[src/rtl/cdma_despread_pkg.sv]
package cdma_despread_pkg;
  // Walsh row `row`, chip `col`: parity of the shared set bits
  function automatic logic walsh_chip(input logic [31:0] row, input logic [31:0] col);
    return ^(row & col);
  endfunction
endpackage

[src/rtl/walsh_code_sel.sv]
module walsh_code_sel #(
  parameter int CHIPS_P = 8,
  localparam int ID_W = $clog2(CHIPS_P)
) (
  input  logic               clk_i,
  input  logic               rst_ni,
  input  logic               load_i,
  input  logic [ID_W-1:0]    id_i,
  output logic [CHIPS_P-1:0] code_o
);
  import cdma_despread_pkg::*;

  logic [ID_W-1:0] id_q;

  always_ff @(posedge clk_i or negedge rst_ni) begin
    if (!rst_ni)     id_q <= '0;
    else if (load_i) id_q <= id_i;
  end

  for (genvar j = 0; j < CHIPS_P; j++) begin : g_chip
    assign code_o[j] = walsh_chip(32'(id_q), 32'(j));
  end

  p_code_hold_r2: assert property (@(posedge clk_i) disable iff (!rst_ni)
    !load_i |=> $stable(code_o));
endmodule

[src/rtl/chip_counter.sv]
module chip_counter #(
  parameter int CHIPS_P = 8,
  localparam int CNT_W = $clog2(CHIPS_P)
) (
  input  logic             clk_i,
  input  logic             rst_ni,
  input  logic             clear_i,
  input  logic             step_i,
  output logic [CNT_W-1:0] idx_o,
  output logic             last_o
);
  localparam logic [CNT_W-1:0] LAST_IDX = CNT_W'(CHIPS_P - 1);

  assign last_o = (idx_o == LAST_IDX);

  always_ff @(posedge clk_i or negedge rst_ni) begin
    if (!rst_ni)      idx_o <= '0;
    else if (clear_i) idx_o <= '0;
    else if (step_i)  idx_o <= last_o ? '0 : idx_o + 1'b1;
  end

  p_clear_r8: assert property (@(posedge clk_i) disable iff (!rst_ni)
    clear_i |=> idx_o == '0);
  p_step_r7: assert property (@(posedge clk_i) disable iff (!rst_ni)
    (!clear_i && !step_i) |=> $stable(idx_o));
  p_wrap_r6: assert property (@(posedge clk_i) disable iff (!rst_ni)
    (!clear_i && step_i && last_o) |=> idx_o == '0);
endmodule

[src/rtl/and_acc_pair.sv]
module and_acc_pair (
  input  logic clk_i,
  input  logic rst_ni,
  input  logic restart_i,
  input  logic take_i,
  input  logic final_i,
  input  logic code_chip_i,
  input  logic chip_i,
  output logic acc0_nxt_o,
  output logic acc1_nxt_o
);
  logic acc0_q, acc1_q;

  // A chip only lowers the accumulator its code chip selects
  assign acc0_nxt_o = acc0_q & (code_chip_i | chip_i);
  assign acc1_nxt_o = acc1_q & (~code_chip_i | chip_i);

  always_ff @(posedge clk_i or negedge rst_ni) begin
    if (!rst_ni) begin
      acc0_q <= 1'b1;
      acc1_q <= 1'b1;
    end else if (restart_i || (take_i && final_i)) begin
      acc0_q <= 1'b1;
      acc1_q <= 1'b1;
    end else if (take_i) begin
      acc0_q <= acc0_nxt_o;
      acc1_q <= acc1_nxt_o;
    end
  end

  p_acc0_sticky_r3: assert property (@(posedge clk_i) disable iff (!rst_ni)
    (!restart_i && !(take_i && final_i) && !acc0_q) |=> !acc0_q);
  p_acc1_sticky_r3: assert property (@(posedge clk_i) disable iff (!rst_ni)
    (!restart_i && !(take_i && final_i) && !acc1_q) |=> !acc1_q);
  p_steer_zero_r3: assert property (@(posedge clk_i) disable iff (!rst_ni)
    (take_i && !restart_i && !final_i && !code_chip_i) |=> $stable(acc1_q));
  p_steer_one_r3: assert property (@(posedge clk_i) disable iff (!rst_ni)
    (take_i && !restart_i && !final_i && code_chip_i) |=> $stable(acc0_q));
  p_preset_r8: assert property (@(posedge clk_i) disable iff (!rst_ni)
    restart_i |=> (acc0_q && acc1_q));
endmodule

[src/rtl/cdma_despreader.sv]
module cdma_despreader #(
  parameter int CHIPS_P = 8,
  localparam int ID_W  = $clog2(CHIPS_P),
  localparam int CNT_W = $clog2(CHIPS_P)
) (
  input  logic            clk_i,
  input  logic            rst_ni,
  input  logic            id_load_i,
  input  logic [ID_W-1:0] id_i,
  input  logic            chip_valid_i,
  input  logic            chip_i,
  output logic            bit_valid_o,
  output logic            bit_o,
  output logic            err_o
);
  logic [CHIPS_P-1:0] code;
  logic [CNT_W-1:0]   idx;
  logic               last, take, acc0_nxt, acc1_nxt;

  // A load wins over a chip in the same cycle
  assign take = chip_valid_i & ~id_load_i;

  walsh_code_sel #(.CHIPS_P(CHIPS_P)) u_code (
    .clk_i, .rst_ni, .load_i(id_load_i), .id_i, .code_o(code)
  );

  chip_counter #(.CHIPS_P(CHIPS_P)) u_cnt (
    .clk_i, .rst_ni, .clear_i(id_load_i), .step_i(take),
    .idx_o(idx), .last_o(last)
  );

  and_acc_pair u_acc (
    .clk_i, .rst_ni, .restart_i(id_load_i), .take_i(take), .final_i(last),
    .code_chip_i(code[idx]), .chip_i,
    .acc0_nxt_o(acc0_nxt), .acc1_nxt_o(acc1_nxt)
  );

  always_ff @(posedge clk_i or negedge rst_ni) begin
    if (!rst_ni) begin
      bit_valid_o <= 1'b0;
      bit_o       <= 1'b0;
      err_o       <= 1'b0;
    end else begin
      bit_valid_o <= take & last;
      if (take && last) begin
        bit_o <= acc0_nxt & ~acc1_nxt;
        err_o <= ~(acc0_nxt ^ acc1_nxt);
      end
    end
  end

  p_pulse_r6: assert property (@(posedge clk_i) disable iff (!rst_ni)
    bit_valid_o |=> !bit_valid_o);
  p_hold_r6: assert property (@(posedge clk_i) disable iff (!rst_ni)
    !bit_valid_o |-> ($stable(bit_o) && $stable(err_o)));
  p_err_bit_r5: assert property (@(posedge clk_i) disable iff (!rst_ni)
    (bit_valid_o && err_o) |-> !bit_o);
  p_cause_r7: assert property (@(posedge clk_i) disable iff (!rst_ni)
    bit_valid_o |-> $past(chip_valid_i && !id_load_i));
endmodule

[config.mk]
export PLATFORM = sky130hd
export DESIGN_NAME = cdma_despreader
export DESIGN_NICKNAME = d
export VERILOG_FILES = /design/src/rtl/cdma_despread_pkg.sv /design/src/rtl/walsh_code_sel.sv /design/src/rtl/chip_counter.sv /design/src/rtl/and_acc_pair.sv /design/src/rtl/cdma_despreader.sv
export SDC_FILE = /design/constraint.sdc
export NUM_CORES = 1
export LEC_CHECK = 0
export ABC_CLOCK_PERIOD_IN_PS = 2300
export CORE_MARGIN = 4
export CORE_UTILIZATION = 40
export CTS_CLUSTER_DIAMETER = 100
export CTS_CLUSTER_SIZE = 28
export DETAILED_ROUTE_END_ITERATION = 10
export HOLD_SLACK_MARGIN = 0.03
export PLACE_DENSITY = 0.73
export SYNTH_ARGS = -nofsm -noshare
export SYNTH_HDL_FRONTEND = slang
export SYNTH_SLANG_ARGS = --single-unit
[constraint.sdc]
create_clock -name clk_i -period 2.3 [get_ports clk_i]
set_input_delay 0.345 -clock clk_i [delete_from_list [all_inputs] [get_ports clk_i]]
set_output_delay 0.345 -clock clk_i [all_outputs]
set_load 0.03 [all_outputs]
==> results.toml <==
[synth]
yosysTopAreaCell = "dfrtp_1"
synthDistinctLibCells = 19
yosys.area_share.simple_pct = 10.7
synth-seq-cells = 11
yosysTopAreaCellShare_pct = 42.0
syn_nets = 54
synth_compound_area_share_pct = 6.06
synth_xor_area_share_pct = 8.62
muxShareOfSynthArea_pct = 14.2
seq_area_frac_synth_pct = 51.7
yosysWarnings = 0
synth_cells = 43
synth.area.top_cells = "dfrtp_1 (42%), mux2_2 (10%), dfstp_2 (9.8%)"
syn-cell-area_um2 = 537
synth_top_family_by_area = "multiplexers"
postSynthAreaPerCell_um2 = 12.5
synthAdderAreaFrac_pct = 6.99

[cells_and_area]
final_nets = 69
multi_input_area_um2 = 250
layout_commonest_cell = "clkdlybuf4s50_1"
drive_above_1_share_pct = 21.1
ff_latch_area_um2 = 278
n_fill_cell = 106
antennaDiodeCount = 0
final_cell_mix = "clkdlybuf4s50_1 (10), dfrtp_1 (9), mux2_2 (5), nand2_1 (4), nor2_1 (4)"
syn_to_final_growth_pct = 27.3

[place]
gp_congestion = 0.702
place_hpwl_um = 722
portBuffers = 10

[detailed_routing]
drt-total-wl_um = 903
drc_errors = 0
ant_nets = 0
drtPass1Iterations = 3
routedWlPerCell_um = 12.7
via_count = 351
drt_iter0_drc = 2
vias_per_cell = 4.94

[power]
p_leak_nw = 0.318
ir_drop_v = 0.000343
p_switching_uw = 92.0
combPwrFrac_pct = 14.0
swShare_pct = 23.1
intPower_uw = 306
pwr-share-seq_pct = 53.0
clkPwrFrac_pct = 33.0
pwr_density_cell_nw_per_um2 = 583

[die]
start_util_pct = 45.3
rows = 12
die_y_um = 44.6
die_area_um2 = 1990
die_w_um = 44.6
io-pin-count = 11
coreArea_um2 = 1190

[timing]
rsz0062_at_grt = "false"
fmax_mhz = 572
period_share_pct = 76.0
finalSetupViolations = 0
slew_headroom_pct = 67.3
hold_viol_final = 0
clock_skew_ns = 0.00492
holdWs_ns = 0.401
min_period_ns = 1.75
setup_tns_ns = 0
worst_pin_slew_ns = 0.489
final_max_slew_viol_count = 0

[setup_path]
crit_path_start_kind = "flip-flop"
reg2reg_from = "u_cnt.idx_o[0]"
crit_arrival_ns = 1.90
critPathMaxFanout = 4
startpoint = "u_cnt.idx_o[0]"
crit_type = "flip-flop to flip-flop"
required_ns = 2.45
cp-end-kind = "flip-flop"

[cts]
clock_latency_ns = 0.27
cts_tree = "built"
hold_buffers = 0
cts_root_buf = "clkbuf_4"
cts_resized = 0
clk_pin_slew_ns = 0.07
post_cts.repair.setup_buffers = 0
cts_buffer_depth = 2
cts_inserted_buffers = 3
htreeDepth = 1
cts.sink_count = 11

[grt]
overflow = 0
grt_max_degree = 12
grt_pass1_vias = 328
grt_pass1_wl_um = 1460
grt.total_usage_pct = 11.2
antenna_found_initial = 0

[run_status]
status = "completed"

[flow_run]
cap_violations = 0

[hold_path]
hold_path_class = "primary input to async pin"
[kinds of logic after synthesis]
kind of cell | Yosys count
adder cells (fa/ha/maj) | 3
multiplexers | 7
AO/OA/AOI/OAI | 6
XOR/XNOR | 2
AND/OR/NAND/NOR | 12
flip-flops | 11
buffers and inverters | 2
[state kept, by name, summed over array words and instances, names as in the netlist]
register      count
bit_o             1
bit_valid_o       1
err_o             1
u_acc.acc0_q      1
u_acc.acc1_q      1
u_cnt.idx_o       3
u_code.id_q       3
[final timing paths]
path / cells after the start / end / slack (ns)
worst max register to register: 5 / err_o / 0.55
worst min register to register: 2 / u_acc.acc1_q / 0.48
worst max-delay path: 5 / err_o / 0.55
max in group asynchronous: 1 / u_acc.acc0_q / 1.55
worst min-delay path: 1 / u_code.id_q[0] / 0.40
min in group clk_i: 2 / u_acc.acc1_q / 0.48
[metal layers]
layer | vias up | part of all wire [%] | GRT usage, %
met5 | - | 0 | 0
met4 | 0 | 1.0 | 3.61
met3 | 3 | 7.0 | 7.32
met2 | 9 | 45 | 15.2
met1 | 162 | 47 | 14.1
li1 | 177 | - | -
[critical path, cell delays in order, from the launching register on]
cell and delay (ns):
dfrtp_1 0.42, nand2_1 0.10, xnor3_1 0.40, o21a_1 0.18
ha_1 0.27, mux2_2 0.26
[metrics by stage]
step	total power [mW]	instances	util, %	setup WS, ns	area (um^2)
finish	0.398	71	57.6	0.551	683
floorplan	0.247	43	-	0.615	537
detailed placement	0.272	67	55.4	0.556	657
global route	0.423	71	57.6	0.482	683
CTS	0.406	71	57.6	0.547	683
global placement	0.270	67	55.4	0.561	657
[synthesized netlist by cell type]
library cell  instances
nor2_1                4
mux2i_1               2
or2b_1                1
o21ai_1               2
mux2_2                5
ha_1                  3
dfstp_2               2
and2_4                1
o21ai_0               1
and2_1                1
xor3_1                1
inv_1                 1
a21oi_1               2
nor3_1                1
nand2_1               4
buf_2                 1
xnor3_1               1
dfrtp_1               9
o21a_1                1
[area by class of cell]
type                       count  area share (%)
inverter                       1           0.549
sequential                    11            40.7
clock buffer                   4            3.85
multi-input combinational     30            36.6
tap                           14            2.56
timing repair buffer          11            15.8
[power groups by stage]
stage                     combinational [mW]  sequential (mW)  clock (mW)
after floorplan                       0.0335            0.213           0
after global placement                0.0556            0.215           0
after CTS                             0.0564            0.212       0.138
after global routing                  0.0616            0.213       0.149
final                                 0.0556            0.211       0.131
after detailed placement              0.0564            0.215           0
(Power assumes the default switching activity.)
